`src/rtl/pll_seq_pkg.sv`:
```
package pll_seq_pkg;

  typedef enum logic [3:0] {
    S_IDLE,
    S_STAB,
    S_SETTLE,
    S_BYPON,
    S_PWRDN,
    S_PROG,
    S_POLL1,
    S_GO,
    S_POLL2,
    S_RST,
    S_LOCK,
    S_BYPOFF,
    S_DONE,
    S_ERR
  } seq_state_e;

  function automatic int unsigned max2(input int unsigned a, input int unsigned b);
    return (a > b) ? a : b;
  endfunction

endpackage

```
`src/rtl/pll_seq_timer.sv`:
```
// Down-counting wait timer: a wait of length N loaded on entry to a state
// reports expiry during the N-th cycle spent in that state.
module pll_seq_timer #(
  parameter int TW = 16
) (
  input  logic          clk,
  input  logic          rst,
  input  logic          load_i,
  input  logic [TW-1:0] len_i,
  output logic          expired_o
);

  logic [TW-1:0] cnt_q;

  always_ff @(posedge clk) begin
    if (rst) begin
      cnt_q <= '0;
    end else if (load_i) begin
      cnt_q <= len_i - TW'(1);
    end else if (cnt_q != '0) begin
      cnt_q <= cnt_q - TW'(1);
    end
  end

  assign expired_o = (cnt_q == '0);

endmodule

```
`src/rtl/pll_seq_cfg.sv`:
```
// Derived programming values: bandwidth adjust from the multiplier and the
// lock wait length from the pre-divider.
module pll_seq_cfg #(
  parameter int MULT_W        = 13,
  parameter int PDIV_W        = 6,
  parameter int BWADJ_W       = 12,
  parameter int LOCK_UNIT_CYC = 500,
  parameter int TW            = 16
) (
  input  logic [MULT_W-1:0]  mult_i,
  input  logic [PDIV_W-1:0]  pdiv_i,
  output logic [BWADJ_W-1:0] bwadj_o,
  output logic [TW-1:0]      lock_len_o
);

  localparam int HW = MULT_W + 1;

  logic [HW-1:0] half;

  always_comb begin
    half       = ({1'b0, mult_i} + HW'(1)) >> 1;
    bwadj_o    = BWADJ_W'(half - HW'(1));
    lock_len_o = TW'(LOCK_UNIT_CYC) * (TW'(pdiv_i) + TW'(1));
  end

endmodule

```
`src/rtl/pll_bringup_seq.sv`:
```
module pll_bringup_seq
  import pll_seq_pkg::*;
#(
  parameter int STAB_CYC      = 10000,
  parameter int SETTLE_CYC    = 4,
  parameter int PWRDN_CYC     = 500,
  parameter int RST_CYC       = 700,
  parameter int LOCK_UNIT_CYC = 500,
  parameter int POLL_LIMIT    = 1000,
  parameter int MULT_W        = 13,
  parameter int PDIV_W        = 6,
  parameter int BWADJ_W       = 12
) (
  input  logic               clk,
  input  logic               rst,
  input  logic               start_i,
  input  logic               bypass_stat_i,
  input  logic [MULT_W-1:0]  mult_i,
  input  logic [PDIV_W-1:0]  prediv_i,
  input  logic               upd_busy_i,
  output logic               pll_en_o,
  output logic               en_src_o,
  output logic               bypass_o,
  output logic               pwrdn_o,
  output logic               pll_rst_o,
  output logic               ensat_o,
  output logic [MULT_W-1:0]  mult_o,
  output logic [PDIV_W-1:0]  prediv_o,
  output logic [BWADJ_W-1:0] bwadj_o,
  output logic               upd_go_o,
  output logic               done_o,
  output logic               err_o
);

  localparam int unsigned LOCK_MAX = LOCK_UNIT_CYC * (2 ** PDIV_W);
  localparam int unsigned TMAX =
    max2(max2(max2(STAB_CYC, SETTLE_CYC), max2(PWRDN_CYC, RST_CYC)),
         max2(LOCK_MAX, POLL_LIMIT));
  localparam int TW = $clog2(TMAX + 1) + 1;

  seq_state_e state_q, state_d;
  logic          from_byp_q;
  logic          tm_load, tm_done;
  logic [TW-1:0] tm_len, lock_len;
  logic [BWADJ_W-1:0] bw_calc;

  logic               pll_en_q, en_src_q, bypass_q, pwrdn_q, pll_rst_q, ensat_q;
  logic               go_q, done_q, err_q;
  logic [MULT_W-1:0]  mult_q;
  logic [PDIV_W-1:0]  pdiv_q;
  logic [BWADJ_W-1:0] bwadj_q;

  pll_seq_cfg #(
    .MULT_W(MULT_W), .PDIV_W(PDIV_W), .BWADJ_W(BWADJ_W),
    .LOCK_UNIT_CYC(LOCK_UNIT_CYC), .TW(TW)
  ) u_cfg (
    .mult_i    (mult_i),
    .pdiv_i    (pdiv_q),
    .bwadj_o   (bw_calc),
    .lock_len_o(lock_len)
  );

  pll_seq_timer #(.TW(TW)) u_timer (
    .clk      (clk),
    .rst      (rst),
    .load_i   (tm_load),
    .len_i    (tm_len),
    .expired_o(tm_done)
  );

  // Next-state decision
  always_comb begin
    state_d = state_q;
    unique case (state_q)
      S_IDLE, S_ERR: if (start_i) state_d = S_STAB;
      S_STAB:        if (tm_done) state_d = S_SETTLE;
      S_SETTLE:      if (tm_done) state_d = from_byp_q ? S_BYPON : S_PROG;
      S_BYPON:       state_d = S_PWRDN;
      S_PWRDN:       if (tm_done) state_d = S_PROG;
      S_PROG:        state_d = S_POLL1;
      S_POLL1: begin
        if (!upd_busy_i)  state_d = S_GO;
        else if (tm_done) state_d = S_ERR;
      end
      S_GO:          state_d = S_POLL2;
      S_POLL2: begin
        if (!upd_busy_i)  state_d = S_RST;
        else if (tm_done) state_d = S_ERR;
      end
      S_RST:         if (tm_done) state_d = S_LOCK;
      S_LOCK:        if (tm_done) state_d = S_BYPOFF;
      S_BYPOFF:      state_d = S_DONE;
      S_DONE:        state_d = S_IDLE;
      default:       state_d = S_IDLE;
    endcase
  end

  // Wait length for the state being entered
  always_comb begin
    tm_load = (state_d != state_q);
    unique case (state_d)
      S_STAB:         tm_len = TW'(STAB_CYC);
      S_SETTLE:       tm_len = TW'(SETTLE_CYC);
      S_PWRDN:        tm_len = TW'(PWRDN_CYC);
      S_POLL1,
      S_POLL2:        tm_len = TW'(POLL_LIMIT);
      S_RST:          tm_len = TW'(RST_CYC);
      S_LOCK:         tm_len = lock_len;
      default:        tm_len = TW'(1);
    endcase
  end

  always_ff @(posedge clk) begin
    if (rst) begin
      state_q    <= S_IDLE;
      from_byp_q <= 1'b0;
    end else begin
      state_q <= state_d;
      if (state_q == S_STAB && state_d == S_SETTLE) from_byp_q <= bypass_stat_i;
    end
  end

  // Registered controls, updated on entry to the state that owns them
  always_ff @(posedge clk) begin
    if (rst) begin
      pll_en_q  <= 1'b0;
      en_src_q  <= 1'b1;
      bypass_q  <= 1'b0;
      pwrdn_q   <= 1'b0;
      pll_rst_q <= 1'b0;
      ensat_q   <= 1'b0;
      go_q      <= 1'b0;
      done_q    <= 1'b0;
      err_q     <= 1'b0;
      mult_q    <= '0;
      pdiv_q    <= '0;
      bwadj_q   <= '0;
    end else begin
      pwrdn_q   <= (state_d == S_PWRDN);
      pll_rst_q <= (state_d == S_RST);
      go_q      <= (state_d == S_GO);
      done_q    <= (state_d == S_DONE);
      err_q     <= (state_d == S_ERR);
      if (state_q == S_STAB && state_d == S_SETTLE) begin
        pll_en_q <= 1'b0;
        en_src_q <= 1'b0;
        if (bypass_stat_i) ensat_q <= 1'b1;
      end
      if (state_d == S_BYPON)  bypass_q <= 1'b1;
      if (state_d == S_BYPOFF) bypass_q <= 1'b0;
      if (state_d == S_DONE)   pll_en_q <= 1'b1;
      if (state_d == S_PROG) begin
        mult_q  <= mult_i;
        pdiv_q  <= prediv_i;
        bwadj_q <= bw_calc;
      end
    end
  end

  assign pll_en_o  = pll_en_q;
  assign en_src_o  = en_src_q;
  assign bypass_o  = bypass_q;
  assign pwrdn_o   = pwrdn_q;
  assign pll_rst_o = pll_rst_q;
  assign ensat_o   = ensat_q;
  assign mult_o    = mult_q;
  assign prediv_o  = pdiv_q;
  assign bwadj_o   = bwadj_q;
  assign upd_go_o  = go_q;
  assign done_o    = done_q;
  assign err_o     = err_q;

endmodule

```
`config.mk`:
```
export PLATFORM = sky130hd
export DESIGN_NAME = pll_bringup_seq
export DESIGN_NICKNAME = d
export VERILOG_FILES = /design/src/rtl/pll_seq_pkg.sv /design/src/rtl/pll_seq_timer.sv /design/src/rtl/pll_seq_cfg.sv /design/src/rtl/pll_bringup_seq.sv
export SDC_FILE = /design/constraint.sdc
export NUM_CORES = 1
export LEC_CHECK = 0
export BUFFER_PORTS_ARGS = -buffer_cell sky130_fd_sc_hd__clkbuf_2
export CAP_MARGIN = 20
export CORE_UTILIZATION = 45
export CTS_BUF_LIST = sky130_fd_sc_hd__clkbuf_4 sky130_fd_sc_hd__clkbuf_8 sky130_fd_sc_hd__clkbuf_16
export CTS_CLUSTER_SIZE = 10
export DETAILED_ROUTE_END_ITERATION = 12
export PLACE_DENSITY_LB_ADDON = 0.12
export SLEW_MARGIN = 0
export SYNTH_ARGS = -nofsm -noshare
export SYNTH_HDL_FRONTEND = slang
export SYNTH_SLANG_ARGS = --single-unit
```
`constraint.sdc`:
```
create_clock -name clk -period 16.27 [get_ports clk]
set_input_delay 0 -clock clk [delete_from_list [all_inputs] [get_ports clk]]
set_output_delay 0 -clock clk [all_outputs]
set_load 0.01 [all_outputs]
```
==> results of run 1 <==
==> routing by layer <==
layer  vias up  part of all wire [%]
li1       2262                     -
met1      2070                    46
met2       102                    48
met3        16                   4.2
met4         0                   1.4
met5         -                     0
==> stage by stage <==
stage	hold slack [ps]	cell area [µm²]	worst slack [ps]
after CTS	397.2	5512	9888
after detailed placement	229.8	5126	9915
after global placement	225.7	5126	10170
after floorplan	136.0	4727	10470
after global routing	443.7	5512	9462
final	413.0	5512	9903
==> worst paths after layout <==
| path | startpoint | to | slack (ps) |
|---|---|---|---|
| max reg2reg | prediv_o[0] | u_timer.cnt_q[15] | 9900 |
| max | prediv_o[0] | u_timer.cnt_q[15] | 9900 |
| min reg2reg | bwadj_o[10] | bwadj_o[10] | 450 |
| min | rst | state_q[3] | 410 |
==> flip-flops by register name, summed over array words and instances (netlist names) <==
signal / cells
state_q: 4
prediv_o: 6
bypass_o: 1
bwadj_o: 12
pwrdn_o: 1
pll_rst_o: 1
upd_go_o: 1
err_o: 1
ensat_o: 1
done_o: 1
from_byp_q: 1
pll_en_o: 1
en_src_o: 1
u_timer.cnt_q: 16
mult_o: 13
==> cells by family after synthesis <==
| family | after synthesis | share of synthesized area, % |
|---|---|---|
| XOR/XNOR | 47 | 8.708 |
| AO/OA/AOI/OAI | 143 | 20.70 |
| AND/OR/NAND/NOR | 245 | 24.75 |
| buffers and inverters | 56 | 5.029 |
| flip-flops | 61 | 25.83 |
| adder cells (fa/ha/maj) | 50 | 14.98 |
==> cell usage after synthesis, types with 3 or more instances <==
cell type and instances:
ha_1 39, o211ai_1 4, fa_1 11, nor2b_1 4, and2_1 3, o21a_1 3
nand3_1 23, nor2_2 3, or3_1 6, nand3b_1 3, nor2_1 52, xor2_1 19
a31oi_1 4, and3_1 15, a21oi_1 52, o21ai_1 4, nand2_1 90, inv_1 29
buf_2 7, a211oi_1 8, o21ai_0 21, nand4_1 6, o21bai_1 3, clkbuf_1 15
a211o_1 4, nor4_1 7, nor3_1 17, a21o_1 10, xnor2_1 28, dfxtp_1 61
==> worst max-delay path, cell delays in order, from the launching register on <==
cell and delay, ps:
dfxtp_1 630, ha_1 310, xor2_1 390, ha_1 360, xnor2_1 250, inv_1 70
ha_1 310, fa_1 510, inv_1 60, fa_1 530, inv_1 40, ha_1 340
o21ai_0 120, o21ai_0 260, a211oi_1 150, or3b_2 500, nand4_1 110, o221ai_1 130
nand3b_1 190, or4_4 560, or3_1 350, a21oi_1 120
==> cell usage in the layout, fill, tap and decap left out, types with 3 or more instances in the layout <==
master         Yosys  routed
nand2_1           90      90
clkbuf_2           0      63
dfxtp_1           61      61
nor2_1            52      52
a21oi_1           52      52
ha_1              39      39
inv_1             29      29
xnor2_1           28      28
nand3_1           23      23
o21ai_0           21      21
dlygate4sd3_1      0      20
xor2_1            19      19
nor3_1            17      16
and3_1            15      15
clkbuf_8           0      12
fa_1              11      11
a21o_1            10      10
a211oi_1           8       8
nor4_1             7       7
or3_1              6       6
nand4_1            6       6
buf_4              1       5
a211o_1            4       4
nor2b_1            4       4
o21ai_1            4       4
a31oi_1            4       4
o211ai_1           4       4
nor2_2             3       3
nand3b_1           3       3
and2_1             3       3
o21a_1             3       3
o21bai_1           3       3
==> where the power goes <==
part | internal (W) | total [W] | switching [W] | leakage (nW)
logic | 0.000245 | 0.000666 | 0.000421 | 1.82
clock network | 0.0000702 | 0.000129 | 0.0000584 | 0.0994
registers | 0.000182 | 0.000209 | 0.0000264 | 0.495
total | 0.000497 | 0.00100 | 0.000506 | 2.41
==> what timing repair did <==
item	CTS	global route
setup endpoints to repair	0	0
hold buffers	20	0
hold endpoints to repair	21	0
==> area by class of cell <==
| class | instances | area (µm²) |
|---|---|---|
| fill | 979 | 4720 |
| timing repair buffer | 88 | 553.0 |
| clock inverter | 1 | 5.005 |
| inverter | 29 | 108.9 |
| sequential | 61 | 1221 |
| multi-input combinational | 485 | 3273 |
| tap | 136 | 170.2 |
| clock buffer | 14 | 180.2 |
==> reports/metrics.cfg, run 1 <==
[synth]
synth_nets=676
synth_top_cell_by_area=dfxtp_1
synthCells=602
synth_warnings=0
avgSynthCellArea_um2=7.852
ys_seq_area_share_pct=25.83
ys_ff_latch=61
yosysTopAreaCellShare_pct=25.83
synth-edff-count=0
async_reset_ff_share_pct=0
synth.distinct_cells=70
synth_area_um2=4727
yosys_most_used_dff=dfxtp_1
ys_top_cells_by_area=dfxtp_1, ha_1, nand2_1, a21oi_1, xnor2_1

[job]
cap_violations=0

[routing]
wirelength_um=12110
vias=4450
ant_nets=0
drt-pass1-iter-count=5
drtIter0Drc=312
drt-wirelength-per-cell_um=14.88
via_per_inst=5.467
route.detailed.drc=0

[power_and_ir_drop]
p_per_area_nw_per_um2=182.0
total_power_w=0.001003
p_leak_nw=2.411
ir_drop_v=0.00008247

[sta]
fmax_mhz=157.1
hold_viol=0
slew_violations=0
maxSlewHeadroom_pct=35.51
grt_setup_unrepaired=false
setup_viol=0
setup_tns_ps=0
tightestPinTransition_ps=965.0
clock_skew_ps=10.21
period_minus_slack_ps=6367
min_period_over_period_pct=39.13

[cells_and_area]
finalNonFillerCells=814
area_growth_syn_to_layout_pct=16.60
utilization_pct=53.87
drive_above_1_share_pct=15.34
finalNetCount=748
antenna_cells=0

[placement]
dpl.hpwl_um=9033
post-place-cells=779
gp_congestion=0.8621
portBuffers=63

[floorplan]
initial_core_util_pct=46.20
chipWidth_um=104.5
pin_count=64
dieArea_um2=10920
core_um2=10230
die_h_um=104.5
fp-row-count=37

[clock_network]
postCtsSetupRepairBufs=0
cts.clk_slew.worst_paths_ps=70
htree_levels=3
tritoncts=done
cts_resized=0
cts.path.max_buffers=2
insertion_delay_ps=340
clkSinkCount=61
root_buffer=clkbuf_8
cts_buffers=9

[worst_setup_path]
critPathMaxFanout=12
worstPathArrival_ps=6640
critical_path_class=reg2reg
required_ps=16540
start_kind=flip-flop
ff2ff_path_depth=21
setup.worst_path.end_class=flip-flop

[global_routing]
antenna_found_initial=0
grt_usage_pct=22.80
use_met1_pct=29.12
grt_pass1_wl_um=20270
grt_max_degree=44
first_global_vias=4277
use_met2_pct=38.74
overflow=0
grtUsageMet3_pct=3.383
grt.busiest_layer=met2

[status]
status=finished, final reports clean

[worst_hold_path]
hold_path_depth=2
hold_class=in2reg

(Power assumes the default switching activity.)
==> inputs of run 2 (changes only) <==
clock period = 5.5 ns   (was 16.27 ns; I/O delays follow)
==> run 2 against run 1 <==
  * Hold slack worse by 4.4 ps
  * Via count is 5.3% higher
  * Final cell count rose by 2.9%
  * Critical path type unchanged
==> reports/metrics.cfg, run 2 (synthesis gave the netlist of run 1 again) <==
[worst_setup_path]
critPathMaxFanout=5
required_ps=5780
worstPathArrival_ps=5680
reg2reg_slack_ps=100
critical_path_class=reg2reg
setup.worst_path.end_class=flip-flop
start_kind=flip-flop

[clock_network]
root_buffer=clkbuf_8
cts.path.max_buffers=2
insertion_delay_ps=350
cts.clk_slew.worst_paths_ps=80
tritoncts=done
htree_levels=3
cts_buffers=9
clkSinkCount=61

[cells_and_area]
num-fill-cells=964
finalNetCount=771
antenna_cells=0
finalNonFillerCells=838
top_register=u_timer.cnt_q
utilization_pct=58.32
largest_reg_flops=16
multi_input_area_um2=3533
layout.cells.most_common=nand2_1
seqCellArea_um2=1234
layout.cells.most_common_list=nand2_1, clkbuf_2, dfxtp_1
drive_above_1_share_pct=23.50
area_growth_syn_to_layout_pct=26.23

[sta]
clock_skew_ps=14.93
setup_tns_ps=0
tightestPinTransition_ps=984.1
maxSlewHeadroom_pct=34.39
hold_viol=0
setup_viol=0
fmax_mhz=185.1
min_period_over_period_pct=98.23
period_minus_slack_ps=5403
slew_violations=0

[floorplan]
die_h_um=104.5
core_um2=10230
dieArea_um2=10920
fp-row-count=37
chipWidth_um=104.5
initial_core_util_pct=46.20
pin_count=64

[global_routing]
grt_usage_pct=23.95
antenna_found_initial=0
grt_max_degree=44
grt_pass1_wl_um=21170
first_global_vias=4513
overflow=0

[routing]
drt-pass1-iter-count=5
wirelength_um=12770
route.detailed.drc=0
drtIter0Drc=233
vias=4687
via_per_inst=5.593
ant_nets=0
drt-wirelength-per-cell_um=15.24

[power_and_ir_drop]
p_leak_nw=2.562
p_per_area_nw_per_um2=551.1
ir_drop_v=0.0002415

[worst_hold_path]
hold_class=in2reg

[job]
cap_violations=0

[placement]
post-place-cells=794
dpl.hpwl_um=9249
gp_congestion=0.8813
portBuffers=63

[status]
status=finished, final reports clean

## run 2: changes by cell type in the layout (fill, tap and decap cells not counted), sizes merged
cell	previous run	this run
clkbuf	77	74
buf	5	28
bufinv	0	1
clkinv	1	4
## run 2: worst paths after layout
path,from,to,cells past startpoint
worst max-delay path,prediv_o[0],u_timer.cnt_q[15],23
worst min-delay path,rst,ensat_o,2
worst max register to register,prediv_o[0],u_timer.cnt_q[15],23
worst min register to register,bwadj_o[10],bwadj_o[10],2
## run 2: through the flow
stage | total power [W] | area, µm² | setup slack, ps | hold WS, ps
2_1_floorplan | 0.002132 | 4758 | 8.218 | 125.6
3_3_place_gp | 0.002573 | 5270 | 68.26 | 227.8
3_5_place_dp | 0.002604 | 5270 | -132.0 | 227.0
4_1_cts | 0.003076 | 5747 | 25.84 | 392.7
5_1_grt | 0.003556 | 5967 | -9.046 | 417.8
6_report | 0.003288 | 5967 | 97.45 | 408.6
## run 2: report_power, final
group	internal, W	switching (W)
clock network	0.000223	0.000178
registers	0.000540	0.0000748
logic	0.000909	0.00136
## run 2: critical path, stage by stage (launching register included)
cell and delay (ps):
dfxtp_4 370, ha_4 180, xor2_2 180, buf_4 140
ha_4 290, xnor2_4 120, inv_2 60, ha_4 230
fa_1 500, inv_2 40, fa_1 520, inv_1 60
ha_4 270, o21ai_0 100, o21ai_1 260, buf_4 160
a211oi_1 100, nor4_1 240, a211oi_1 90, o21ai_1 270
nand3b_1 150, or4_4 540, or3_4 340, a21oi_2 110
## run 2: cell type report
class | count | area share, %
flip-flops and latches | 61 | 20.68
clock buffers | 11 | 2.432
repair buffers | 111 | 12.16
inverters | 29 | 1.824
clock inverters | 5 | 0.8388
well taps | 136 | 2.852
multi-input cells | 485 | 59.22
## run 2: routing by layer
layer  vias to the layer above  track usage, %  routed length, µm
met4                         0           9.796                180
met3                        18           4.010                610
met2                       143           40.54               6365
met5                         -               0                  0
li1                       2310               -                  -
met1                      2216           30.02               5612
## run 2: what timing repair did
action	CTS	global route
hold buffers	20	0
gates resized for setup	7	32
endpoints found under the setup margin	1	2
pin swaps	7	22
gates cloned	0	0
setup buffers	3	5
endpoints found under the hold margin	21	0
